==> src/rtl/flr_pkg.sv <==
package flr_pkg;

    typedef enum logic [1:0] {
        MODE_ARRAY  = 2'd0,
        MODE_IDENT  = 2'd1,
        MODE_STATUS = 2'd2,
        MODE_QUERY  = 2'd3
    } rd_mode_e;

    typedef enum logic [1:0] {
        SZ_BYTE = 2'd0,
        SZ_HALF = 2'd1,
        SZ_WORD = 2'd2,
        SZ_RSVD = 2'd3
    } acc_size_e;

    typedef enum logic {
        SRC_ARRAY = 1'b0,
        SRC_FIXED = 1'b1
    } src_e;

    // Context captured on the strobe edge, consumed when RAM data returns
    typedef struct packed {
        src_e        src;
        logic [31:0] fixed;
        logic [1:0]  lane;
        acc_size_e   size;
        logic        be;
    } rsp_ctx_t;

    localparam logic [7:0] QUERY_LEN = 8'h36;
    localparam int         STAT_TGL_BIT = 6;

    // Arrange RAM word bytes into the bus result
    function automatic logic [31:0] pack_lanes(input logic [31:0] w,
                                               input logic [1:0]  lane,
                                               input acc_size_e   sz,
                                               input logic        be);
        logic [7:0] lo;
        logic [7:0] hi;
        logic [31:0] res;
        lo = lane[1] ? w[23:16] : w[7:0];
        hi = lane[1] ? w[31:24] : w[15:8];
        case (sz)
            SZ_BYTE: res = {24'h0, w[{lane, 3'b000} +: 8]};
            SZ_HALF: res = be ? {16'h0, lo, hi} : {16'h0, hi, lo};
            default: res = be ? {w[7:0], w[15:8], w[23:16], w[31:24]} : w;
        endcase
        return res;
    endfunction

endpackage

==> src/rtl/flr_addr_decode.sv <==
module flr_addr_decode #(
    parameter int ADDR_W     = 20,
    parameter int CHIP_BYTES = 4096,
    parameter int DEV_BYTES  = 2
) (
    input  logic [ADDR_W-1:0]              addr,
    output logic [$clog2(CHIP_BYTES)-1:0]  masked,
    output logic [7:0]                     word_off
);
    localparam int CHIP_AW = $clog2(CHIP_BYTES);

    assign masked = addr[CHIP_AW-1:0];

    generate
        if (DEV_BYTES == 4) begin : g_w32
            assign word_off = {2'b00, masked[7:2]};
        end else if (DEV_BYTES == 2) begin : g_w16
            assign word_off = {1'b0, masked[7:1]};
        end else begin : g_w8
            assign word_off = masked[7:0];
        end
    endgenerate
endmodule

==> src/rtl/flr_ident_sel.sv <==
module flr_ident_sel (
    input  logic [7:0]  off,
    input  logic [15:0] id0,
    input  logic [15:0] id1,
    input  logic [15:0] id2,
    input  logic [15:0] id3,
    output logic        hit,
    output logic [31:0] val
);
    logic [15:0] ext_id;

    assign ext_id = off[0] ? id3 : id2;

    always_comb begin
        hit = 1'b0;
        val = 32'h0;
        case (off)
            8'h00: begin hit = 1'b1; val = {16'h0, id0}; end
            8'h01: begin hit = 1'b1; val = {16'h0, id1}; end
            8'h02: begin hit = 1'b1; val = 32'h0; end
            8'h0E, 8'h0F: begin
                hit = (ext_id != 16'hFFFF);
                val = {16'h0, ext_id};
            end
            default: ;
        endcase
    end
endmodule

==> src/rtl/flr_status_tgl.sv <==
module flr_status_tgl
    import flr_pkg::*;
(
    input  logic       clk,
    input  logic       rst,
    input  logic       flip,
    input  logic [7:0] status_in,
    output logic [7:0] status_out,
    output logic       tgl
);
    always_ff @(posedge clk) begin
        if (rst) begin
            tgl <= 1'b0;
        end else if (flip) begin
            tgl <= ~tgl;
        end
    end

    always_comb begin
        status_out = status_in;
        status_out[STAT_TGL_BIT] = status_in[STAT_TGL_BIT] ^ tgl;
    end
endmodule

==> src/rtl/flr_query_rom.sv <==
module flr_query_rom
    import flr_pkg::*;
#(
    parameter int CHIP_BYTES   = 4096,
    parameter int SECTOR_BYTES = 1024
) (
    input  logic [7:0] off,
    output logic [7:0] qbyte
);
    localparam int         NSEC_M1   = CHIP_BYTES / SECTOR_BYTES - 1;
    localparam logic [7:0] SIZE_LOG2 = 8'($clog2(CHIP_BYTES));
    localparam logic [7:0] NSEC_LO   = 8'(NSEC_M1);
    localparam logic [7:0] NSEC_HI   = 8'(NSEC_M1 >> 8);
    localparam logic [7:0] SEC_LO    = 8'(SECTOR_BYTES >> 8);
    localparam logic [7:0] SEC_HI    = 8'(SECTOR_BYTES >> 16);

    always_comb begin
        qbyte = 8'h00;
        if (off < QUERY_LEN) begin
            case (off)
                8'h10: qbyte = 8'h51;
                8'h11: qbyte = 8'h52;
                8'h12: qbyte = 8'h59;
                8'h13: qbyte = 8'h02;
                8'h15: qbyte = 8'h31;
                8'h1B: qbyte = 8'h27;
                8'h1C: qbyte = 8'h36;
                8'h1F: qbyte = 8'h07;
                8'h21: qbyte = 8'h09;
                8'h22: qbyte = 8'h0C;
                8'h23: qbyte = 8'h01;
                8'h25: qbyte = 8'h0A;
                8'h26: qbyte = 8'h0D;
                8'h27: qbyte = SIZE_LOG2;
                8'h28: qbyte = 8'h02;
                8'h2C: qbyte = 8'h01;
                8'h2D: qbyte = NSEC_LO;
                8'h2E: qbyte = NSEC_HI;
                8'h2F: qbyte = SEC_LO;
                8'h30: qbyte = SEC_HI;
                8'h31: qbyte = 8'h50;
                8'h32: qbyte = 8'h52;
                8'h33: qbyte = 8'h49;
                8'h34: qbyte = 8'h31;
                8'h35: qbyte = 8'h30;
                default: qbyte = 8'h00;
            endcase
        end
    end
endmodule

==> src/rtl/flash_rd_mux.sv <==
module flash_rd_mux
    import flr_pkg::*;
#(
    parameter int ADDR_W       = 20,
    parameter int CHIP_BYTES   = 4096,
    parameter int SECTOR_BYTES = 1024,
    parameter int DEV_BYTES    = 2,
    localparam int CHIP_AW     = $clog2(CHIP_BYTES)
) (
    input  logic                clk,
    input  logic                rst,
    input  logic                rd_stb,
    input  logic [ADDR_W-1:0]   rd_addr,
    input  logic [1:0]          rd_mode,
    input  logic [1:0]          acc_size,
    input  logic                big_endian,
    input  logic [15:0]         id_w0,
    input  logic [15:0]         id_w1,
    input  logic [15:0]         id_w2,
    input  logic [15:0]         id_w3,
    input  logic [7:0]          status_in,
    output logic [CHIP_AW-3:0]  ram_addr,
    output logic                ram_rd,
    input  logic [31:0]         ram_rdata,
    output logic [31:0]         rd_data,
    output logic                rd_valid
);
    rd_mode_e           mode;
    logic [CHIP_AW-1:0] masked;
    logic [7:0]         word_off;
    logic               id_hit;
    logic [31:0]        id_val;
    logic [7:0]         stat_byte;
    logic [7:0]         q_byte;
    logic               tgl_q;
    rsp_ctx_t           ctx_d;
    rsp_ctx_t           ctx_q;

    assign mode = rd_mode_e'(rd_mode);

    flr_addr_decode #(
        .ADDR_W(ADDR_W), .CHIP_BYTES(CHIP_BYTES), .DEV_BYTES(DEV_BYTES)
    ) u_dec (
        .addr(rd_addr), .masked(masked), .word_off(word_off)
    );

    flr_ident_sel u_id (
        .off(word_off), .id0(id_w0), .id1(id_w1), .id2(id_w2), .id3(id_w3),
        .hit(id_hit), .val(id_val)
    );

    flr_status_tgl u_st (
        .clk(clk), .rst(rst),
        .flip(rd_stb && (mode == MODE_STATUS)),
        .status_in(status_in), .status_out(stat_byte), .tgl(tgl_q)
    );

    flr_query_rom #(
        .CHIP_BYTES(CHIP_BYTES), .SECTOR_BYTES(SECTOR_BYTES)
    ) u_q (
        .off(word_off), .qbyte(q_byte)
    );

    assign ram_addr = masked[CHIP_AW-1:2];
    assign ram_rd   = rd_stb;

    always_comb begin
        ctx_d.src   = SRC_ARRAY;
        ctx_d.fixed = 32'h0;
        ctx_d.lane  = masked[1:0];
        ctx_d.size  = acc_size_e'(acc_size);
        ctx_d.be    = big_endian;
        case (mode)
            MODE_IDENT: begin
                if (id_hit) begin
                    ctx_d.src   = SRC_FIXED;
                    ctx_d.fixed = id_val;
                end
            end
            MODE_STATUS: begin
                ctx_d.src   = SRC_FIXED;
                ctx_d.fixed = {24'h0, stat_byte};
            end
            MODE_QUERY: begin
                ctx_d.src   = SRC_FIXED;
                ctx_d.fixed = {24'h0, q_byte};
            end
            default: ;
        endcase
    end

    always_ff @(posedge clk) begin
        if (rst) begin
            rd_valid <= 1'b0;
            ctx_q    <= '0;
        end else begin
            rd_valid <= rd_stb;
            if (rd_stb) begin
                ctx_q <= ctx_d;
            end
        end
    end

    always_comb begin
        if (!rd_valid) begin
            rd_data = 32'h0;
        end else if (ctx_q.src == SRC_ARRAY) begin
            rd_data = pack_lanes(ram_rdata, ctx_q.lane, ctx_q.size, ctx_q.be);
        end else begin
            rd_data = ctx_q.fixed;
        end
    end
endmodule

==> config.mk <==
export PLATFORM = sky130hd
export DESIGN_NAME = flash_rd_mux
export DESIGN_NICKNAME = d
export VERILOG_FILES = /design/src/rtl/flr_pkg.sv /design/src/rtl/flr_addr_decode.sv /design/src/rtl/flr_ident_sel.sv /design/src/rtl/flr_status_tgl.sv /design/src/rtl/flr_query_rom.sv /design/src/rtl/flash_rd_mux.sv
export SDC_FILE = /design/constraint.sdc
export NUM_CORES = 1
export LEC_CHECK = 0
export ABC_AREA = 1
export ABC_CLOCK_PERIOD_IN_PS = 2000
export BUFFER_PORTS_ARGS = -buffer_cell sky130_fd_sc_hd__buf_2
export CORE_MARGIN = 1.5
export CORE_UTILIZATION = 34
export CTS_BUF_LIST = sky130_fd_sc_hd__clkbuf_8
export CTS_CLUSTER_DIAMETER = 30
export DETAILED_ROUTE_END_ITERATION = 7
export SLEW_MARGIN = 20
export SYNTH_ARGS = -nofsm -noshare
export SYNTH_HDL_FRONTEND = slang
export SYNTH_HIERARCHICAL = 1
export SYNTH_SLANG_ARGS = --single-unit
==> constraint.sdc <==
create_clock -name clk -period 2 [get_ports clk]
set_input_delay 0.1 -clock clk [delete_from_list [all_inputs] [get_ports clk]]
set_output_delay 0.1 -clock clk [all_outputs]
set_load 0.01 [all_outputs]
-- Word level (Yosys, flattened, before mapping)
Memory sizes are Yosys's and may differ from the RTL's.
Index checks and enable logic that the tools add are counted.
- bits in registers: 40
- memory bits (read-only): 448
- input port bits: 132
- output and inout bits: 44
- word-level logic and storage cells: 41
- memories kept: 1
- memories (name ; words ; width ; read ports ; clocked after memory_dff ; wr ports ; RTL line ; RTL):
    (name not given) ; 64 ; 7 ; 1 ; 0 ; 0 ; flr_query_rom.sv:20 ; case (off)
- magnitude comparators: 1
- equal/unequal tests: 9
- shift-type cells: 1
- mux-type cells: 14
- bitwise gates (word level): 2
- reductions and logical operators: 6
- operators with widths (kind ; count):
    case mux 33 bit (3 select lines) ; 1
    2-to-1 mux 32 bit ; 3
    case mux 32 bit (2 select lines) ; 1
    case mux 16 bit (3 select lines) ; 1
    2-to-1 mux 33 bit ; 1
    2-to-1 mux 16 bit ; 2
    2-to-1 mux 8 bit ; 4
    variable part select 32 x 6 -> 8 bit ; 1
    != test 16 bit, second input constant ; 1
    == test 7 x 4 -> 1 bit, second input constant ; 2
    logical NOT 8 bit ; 1
    == test 7 x 1 -> 1 bit, second input constant ; 1
    == test 7 x 2 -> 1 bit, second input constant ; 1
    less-than comparator 7 x 6 -> 1 bit, second input constant ; 1
    == test 2 x 1 -> 1 bit, second input constant ; 2
    == test 2 bit, second input constant ; 2
    logical NOT 2 bit ; 2
    OR reduction 3 bit ; 1
    case mux 1 bit (2 select lines) ; 1
    OR reduction 2 bit ; 1
    logical AND 1 bit ; 1
    NOT 1 bit ; 1
    XOR 1 bit ; 1

-- Longest topological paths before layout
Gate-level depths: netlist of run 1.
- depth in word-level cells: 5
- mapped depth: 17

-- Hierarchy
Netlist of run 1, hierarchy kept.
- modules (own cells, without submodules) (module ; instances ; cells each ; area each (um^2) ; sequential area each (um^2)):
    flash_rd_mux ; 1 ; 545 ; 3256.9 ; 780.7
    flr_ident_sel ; 1 ; 196 ; 943.4 ; 0.0
    flr_query_rom ; 1 ; 96 ; 555.5 ; 0.0
    flr_addr_decode ; 1 ; 21 ; 153.9 ; 0.0
    flr_status_tgl ; 1 ; 17 ; 106.4 ; 20.0

-- Worst setup path before layout of run 1
Ideal clock, no wire load.
- kind: input-to-reg
- start: in rd_addr[1]
- end: reg ctx_q[6] (netlist bit)
- setup time: 0.070 ns
- arrival time: 1.549 ns
- required time: 1.930 ns
- setup slack: 0.380 ns
- cell stages on the path: 17
- path buffers: 2
- path through: buf_4 -> inv_1 -> buf_2 -> nand2_1 -> nand2_1 -> nor2_1 -> nand2_1 -> nor2_1 -> nand2_1 -> nand2_1 -> nand2_1 -> nand2_1 -> nor2_2 -> nand2_1 -> nand3_1 -> nand2_1 -> a21oi_1
- longest elaborated chain between the ends: 5
- ends and longest elaborated chain (what ; RTL line ; RTL):
    start: declaration ; flash_rd_mux.sv:13 ; input logic [ADDR_W-1:0] rd_addr,
    2-to-1 mux 16 bit, or another cell as far along ; flr_ident_sel.sv:12 ; assign ext_id = off[0] ? id3 : id2;
    != test 16 bit, or another cell as far along ; flr_ident_sel.sv:22 ; hit = (ext_id != 16'hFFFF);
    case mux 1 bit (2 select lines) (*) ; flr_ident_sel.sv:17 ; case (off)
    named net id_hit ; flash_rd_mux.sv:31 ; logic id_hit;
    2-to-1 mux 33 bit (*) ; flash_rd_mux.sv:75 ; if (id_hit) begin
    case mux 33 bit (3 select lines) (*) ; flash_rd_mux.sv:73 ; case (mode)
    end signal: assignment ; flash_rd_mux.sv:99 ; ctx_q <= ctx_d;
    end: declaration ; flash_rd_mux.sv:37 ; rsp_ctx_t ctx_q;
Mark *: on every way through the listed nets, which the timed path passes. The rest lies on a longest branch.
A chain may end at the register's enable or synchronous reset.

-- Worst setup path in the final report of run 1
- start: reg ctx_q[2] (netlist bit)
- end: out rd_data[19]
- longest elaborated chain between the ends: 4
- ends and longest elaborated chain (what ; RTL line ; RTL):
    == test 2 x 1 -> 1 bit or logical NOT 2 bit (tied branches) ; flr_pkg.sv:44 ; case (sz)
    case mux 32 bit (2 select lines) (*) ; flr_pkg.sv:44 ;
    2-to-1 mux 32 bit (*) ; flash_rd_mux.sv:107 ; end else if (ctx_q.src == SRC_ARRAY) begin
    2-to-1 mux 32 bit (*) ; flash_rd_mux.sv:105 ; if (!rd_valid) begin
    end: declaration ; flash_rd_mux.sv:25 ; output logic [31:0] rd_data,
Every way passes the cells marked *; elsewhere a longest branch is shown, timed or not.

==> flow_metrics.env, run 1 <==
export IMPL_clockBufferDepth=2
export IMPL_grt_overflow=0
export IMPL_cts_made_buffers=5
export IMPL_remaining_drc_errors=0
export IMPL_ys_types=41
export IMPL_crit_chain="inv_4, nor2_8, o211ai_1, a21oi_1, buf_2"
export IMPL_grt_pass1_wl_um=25700
export IMPL_nets=1127
export IMPL_dr_pass1_iters=7
export IMPL_mostFrequentLayoutCell="nand2_1"
export IMPL_period_minus_slack_ns=1.88
export IMPL_core_area_um2=14500
export IMPL_syn_inst=875
export IMPL_finalSetupViolations=0
export IMPL_required_ns=1.90
export IMPL_crit_fanout=16
export IMPL_cts_tree="done"
export IMPL_antenna_found_initial=0
export IMPL_ant_nets=0
export IMPL_finClkSkew_ns=0.000216
export IMPL_critPathTopFamily="flip-flops"
export IMPL_cts_root_buf="clkbuf_8"
export IMPL_hpwlAfterDp_um=12600
export IMPL_grt_max_degree=33
export IMPL_worst_pin_slew_ns=0.662
export IMPL_ioPinCount=176
export IMPL_rsz0062_at_grt="no"
export IMPL_syn_area_per_cell_um2=5.73
export IMPL_initial_utilization_pct=34.6
export IMPL_ys_warn_count=6
export IMPL_path_buf_inv=2
export IMPL_ir_drop_mv=0.240
export IMPL_async_flop_share_pct=0
export IMPL_fmax_mhz=531
export IMPL_outcome="finished, final reports clean"
export IMPL_routedWlPerCell_um=13.6
export IMPL_cp_start_kind="flop"
export IMPL_areaGrowthSynthToFinish_pct=14.2
export IMPL_critPathMaxStageDelay_ns=0.48
export IMPL_synth_seq_cells=40
export IMPL_diodes=0
export IMPL_maxCapViolCount=0
export IMPL_port_buffers=159
export IMPL_grtUsageTotal_pct=20.0
export IMPL_grt_pass1_vias=4973
export IMPL_tns_ns=0
export IMPL_min_path_type="in2reg"
export IMPL_p_leak_nw=2.90
export IMPL_cp_end_kind="output pin"
export IMPL_clock_sinks=40
export IMPL_die_area_um2=15500
export IMPL_drt_first_iter_violations=401
export IMPL_drv_slew=0
export IMPL_hold_viol=0
export IMPL_synthFlopType="dfxtp_1"
export IMPL_cp_data_arrival_time_ns=1.78
export IMPL_vias=5668
export IMPL_clkTransAtPathRegs_ns=0.08
export IMPL_path_class="reg2out"
export IMPL_clock_latency_ns=0.29
export IMPL_slew_headroom_pct=55.8
export IMPL_via_per_inst=4.83
export IMPL_seq_area_frac_synth_pct=16.0
export IMPL_cp_slowest_cell="dfxtp_2"
export IMPL_place_congestion=0.892
export IMPL_routed_wl_um=16000
export IMPL_layout_common_cells="301 x nand2_1, 159 x buf_2, 117 x nand3_1"
export IMPL_die_h_um=124
export IMPL_totalPowerFinal_mw=2.28
export IMPL_powerDensity_nw_per_um2=398
export IMPL_syn_area_um2=5020
export IMPL_rows=44
export IMPL_h_tree_depth=2
export IMPL_synth_edf_count=0
export IMPL_finalCritPeriodShare_pct=94.1
export IMPL_drive_above_1_share_pct=25.4
export IMPL_die_x_um=124
-- synthesized netlist by cell type, types with 2 or more instances --
master    number  area, um2
nor2_1        32        120
nand3_1      117        586
clkbuf_1      15       56.3
o21ai_1        7       35.0
o211ai_2      10        125
nand2_2        4       25.0
nand3_2        5       50.1
buf_12         2       40.0
a21oi_1       65        325
nor2_2         6       37.5
conb_1         3       11.3
buf_4         56        420
buf_6          7       78.8
a31oi_1        3       18.8
a21oi_2       14        123
o211ai_1      11       82.6
buf_2         10       50.1
inv_1         88        330
o21ai_0       40        200
nand2_1      301       1130
nor2_4         3       33.8
or2_4          2       17.5
ha_1           7       87.6
a211oi_1       5       37.5
dfxtp_1       40        801
inv_2          4       15.0
inv_4          4       25.0
-- per-layer routing --
layer  global-route usage [%]  vias up  share of wire (%)  wire length (um)
met2                     31.9      260                 44              7030
met5                        0        -                  0                 0
met3                     3.22       14                7.6              1220
met1                     28.4     2417                 47              7490
li1                         -     2977                  -                 -
met4                     4.33        0                1.5               237
-- cells by family (layout without fill, tap and decap cells) --
group	after synthesis	count (layout)	share of synthesized area, %
AOI/OAI and AO/OA	158	158	19.5
DFF	40	40	16.0
adders and majority gates	7	7	1.75
and+or+nand+nor	477	477	41.6
buffers and inverters	190	289	21.0
other	3	18	0.224
-- per-stage QoR --
step                utilization, %  setup slack, ns  instances  cell area [um2]  hold WS [ns]
floorplan                        -            0.380        890             5070         0.244
global placement              38.9            0.191       1165             5630         0.200
detailed placement            38.9            0.211       1165             5630         0.200
CTS                           39.5          0.00766       1173             5720        0.0796
global route                  39.6          0.00792       1173             5730        0.0962
finish                        39.6            0.118       1173             5730        0.0766
-- cell type report --
type	instances	area [um2]
clock buffer	6	82.6
timing repair buffer	184	996
fill	1653	8750
multi-input combinational	660	3220
tap	184	230
sequential	40	806
inverter	97	384
clock inverter	2	11.3
-- worst paths after layout --
kind,start,end,slack [ns],cells past startpoint
worst min register to register,ctx_q[5]$_SDFFE_PP0P_,ctx_q[5]$_SDFFE_PP0P_,0.46,2
worst min-delay path,rd_addr[0],ctx_q[3]$_SDFFE_PP0P_,0.08,3
worst max-delay path,ctx_q[2]$_SDFFE_PP0P_,rd_data[19],0.12,5
worst max register to register,ctx_q[37]$_SDFFE_PP0P_,ctx_q[37]$_SDFFE_PP0P_,0.77,3
-- worst reg2reg max path, cell delays in order, from the launching register on --
cell	delay [ns]
dfxtp_1	0.47
inv_1	0.09
buf_4	0.19
a221oi_1	0.37
-- sequential cells by signal, indices dropped and copies added (netlist names) --
signal / flops
ctx_q: 38
rd_valid: 1
u_st/tgl: 1
-- timing repair --
action	CTS	global route
setup endpoints to repair	4	11
gates cloned	0	0
hold buffers	0	0
setup buffers	0	0
gates resized for setup	1	2
endpoints found under the hold margin	0	0
-- power breakdown --
| group | internal, mW | switching [mW] | total (mW) | leakage, nW |
|---|---|---|---|---|
| logic | 0.320 | 0.555 | 0.875 | 2.52 |
| clock network | 0.276 | 0.296 | 0.572 | 0.0486 |
| registers | 0.812 | 0.0235 | 0.835 | 0.325 |
Power figures use the tool's default switching activity.
==> run 2, diff against run 1 <==
--- a/config.mk
+++ b/config.mk
@@ -8,9 +8,8 @@
 export ABC_AREA = 1
 export ABC_CLOCK_PERIOD_IN_PS = 2000
 export BUFFER_PORTS_ARGS = -buffer_cell sky130_fd_sc_hd__buf_2
-export CORE_MARGIN = 1.5
 export CORE_UTILIZATION = 34
-export CTS_BUF_LIST = sky130_fd_sc_hd__clkbuf_8
+export CTS_BUF_LIST = sky130_fd_sc_hd__clkbuf_8 sky130_fd_sc_hd__clkbuf_16
 export CTS_CLUSTER_DIAMETER = 30
 export DETAILED_ROUTE_END_ITERATION = 7
 export SLEW_MARGIN = 20
==> flow_metrics.env, run 2 (synthesized netlist as in run 1, its figures left out) <==
export IMPL_rsz0062_at_grt="no"
export IMPL_top_register="ctx_q"
export IMPL_violations="design-rule violations"
export IMPL_finalSetupViolations=0
export IMPL_utilization_pct=40.1
export IMPL_die_x_um=123
export IMPL_cp_slowest_cell="dfxtp_1"
export IMPL_cts_tree="done"
export IMPL_antenna_found_initial=0
export IMPL_cp_start_kind="flop"
export IMPL_h_tree_depth=2
export IMPL_grt_pass1_vias=4978
export IMPL_min_from="acc_size[1]"
export IMPL_period_minus_slack_ns=1.87
export IMPL_finClkSkew_ns=0.000592
export IMPL_cts_made_buffers=5
export IMPL_required_ns=1.90
export IMPL_maxCapViolCount=0
export IMPL_clock_sinks=40
export IMPL_p_seq_share_pct=32.8
export IMPL_remaining_drc_errors=1
export IMPL_slew_headroom_pct=56.3
export IMPL_finalCritPeriodShare_pct=93.3
export IMPL_rrSetupSlack_ns=0.83
export IMPL_reg_largest_list="ctx_q: 38 flops, rd_valid: 1 flops, u_st/tgl: 1 flops"
export IMPL_via_per_inst=4.90
export IMPL_worst_pin_slew_ns=0.655
export IMPL_seq_area_um2=802
export IMPL_rows=44
export IMPL_switchingPower_mw=0.903
export IMPL_grt_pass1_wl_um=25000
export IMPL_crit_start="ctx_q[2]$_SDFFE_PP0P_"
export IMPL_path_class="reg2out"
export IMPL_mostFrequentLayoutCell="nand2_1"
export IMPL_pwr_share_comb_pct=35.2
export IMPL_grt_max_degree=47
export IMPL_largest_reg_flops=38
export IMPL_layout_common_cells="301 x nand2_1, 159 x buf_2, 117 x nand3_1"
export IMPL_r2r_start="ctx_q[37]$_SDFFE_PP0P_"
export IMPL_die_h_um=123
export IMPL_routedWlPerCell_um=13.7
export IMPL_routed_wl_um=16000
export IMPL_ir_drop_mv=0.328
export IMPL_crit_chain="buf_4, nor2_4, buf_12, nand3_1, nand3_1, a21oi_2, buf_2"
export IMPL_crit_fanout=16
export IMPL_drt_first_iter_violations=590
export IMPL_clock_latency_ns=0.28
export IMPL_cp_data_arrival_time_ns=1.77
export IMPL_cts_root_buf="clkbuf_16"
export IMPL_critPathMaxStageDelay_ns=0.52
export IMPL_min_path_type="in2reg"
export IMPL_swShare_pct=35.6
export IMPL_internal_power_mw=1.63
export IMPL_grtUsageTotal_pct=21.0
export IMPL_core_area_um2=14500
export IMPL_clockBufferDepth=2
export IMPL_outcome="finished with violations"
export IMPL_final_fill_count=1630
export IMPL_ctsHoldBuffers=0
export IMPL_fmax_mhz=536
export IMPL_tns_ns=0
export IMPL_nets=1125
export IMPL_areaGrowthSynthToFinish_pct=15.8
export IMPL_power_frac_clock_pct=32.0
export IMPL_diodes=0
export IMPL_drv_slew=0
export IMPL_die_area_um2=15200
export IMPL_design_area_um2=5810
export IMPL_initial_utilization_pct=34.6
export IMPL_hold_viol=0
export IMPL_dr_pass1_iters=7
export IMPL_fin_ws_ns=0.134
export IMPL_cp_end_kind="output pin"
export IMPL_placedInstanceArea_um2=5630
export IMPL_vias=5734
export IMPL_cp_common_cell="nand3_1"
export IMPL_port_buffers=159
export IMPL_ant_nets=0
export IMPL_hpwlAfterDp_um=12500
export IMPL_multi_input_area_um2=3220
export IMPL_place_congestion=0.892
export IMPL_clkTransAtPathRegs_ns=0.06
export IMPL_powerDensity_nw_per_um2=436
export IMPL_drive_above_1_share_pct=25.2
export IMPL_grt_overflow=0
export IMPL_p_leak_nw=2.93
export IMPL_ioPinCount=176
export IMPL_post_place_ws_ns=0.0731
[run 2: final timing paths]
check,cells past startpoint,endpoint
worst min-delay path,3,ctx_q[2]$_SDFFE_PP0P_
worst min register to register,2,ctx_q[33]$_SDFFE_PP0P_
worst max register to register,3,ctx_q[37]$_SDFFE_PP0P_
worst max-delay path,7,rd_data[6]
[run 2: power groups by stage]
stage / clock (mW) / combinational [mW] / sequential, mW
2_1_floorplan: 0 / 0.637 / 0.840
3_3_place_gp: 0 / 0.879 / 0.849
3_5_place_dp: 0 / 0.873 / 0.850
4_1_cts: 0.830 / 0.877 / 0.832
5_1_grt: 0.862 / 0.998 / 0.834
6_report: 0.811 / 0.891 / 0.832
[run 2: worst max-delay path, delay by kind of cell, from the launching register on]
| kind | cells | cell delay [ns] |
|---|---|---|
| AO/OA/AOI/OAI | 1 | 0.19 |
| buffers and inverters | 3 | 0.51 |
| flip-flops | 1 | 0.52 |
| AND/OR/NAND/NOR | 3 | 0.26 |
[run 2: what timing repair did]
| action | 4_1_cts | 5_1_grt |
|---|---|---|
| gates resized for setup | 0 | 3 |
| endpoints found under the setup margin | 0 | 3 |
| buffers inserted | 0 | 1 |
[run 2: final cells by class]
type | instances | share of cell area, %
multi-input combinational | 660 | 55.5
timing repair buffer | 182 | 17.5
sequential | 40 | 13.8
inverter | 97 | 6.61
tap | 184 | 3.96
clock buffer | 6 | 2.39
clock inverter | 2 | 0.194
[run 2: layer usage]
| layer | track usage (%) | vias up | wire [um] |
|---|---|---|---|
| met4 | 5.20 | 0 | 272 |
| met2 | 33.5 | 248 | 6990 |
| met5 | 0 | - | 0 |
| met3 | 2.77 | 22 | 1200 |
| met1 | 29.5 | 2494 | 7540 |
| li1 | - | 2970 | - |
[run 2: metrics by stage]
step / hold slack [ns] / power, mW / cells
2_1_floorplan: 0.244 / 1.48 / 890
3_3_place_gp: 0.200 / 1.73 / 1162
3_5_place_dp: 0.200 / 1.72 / 1162
4_1_cts: 0.106 / 2.54 / 1170
5_1_grt: 0.119 / 2.69 / 1171
6_report: 0.107 / 2.53 / 1171
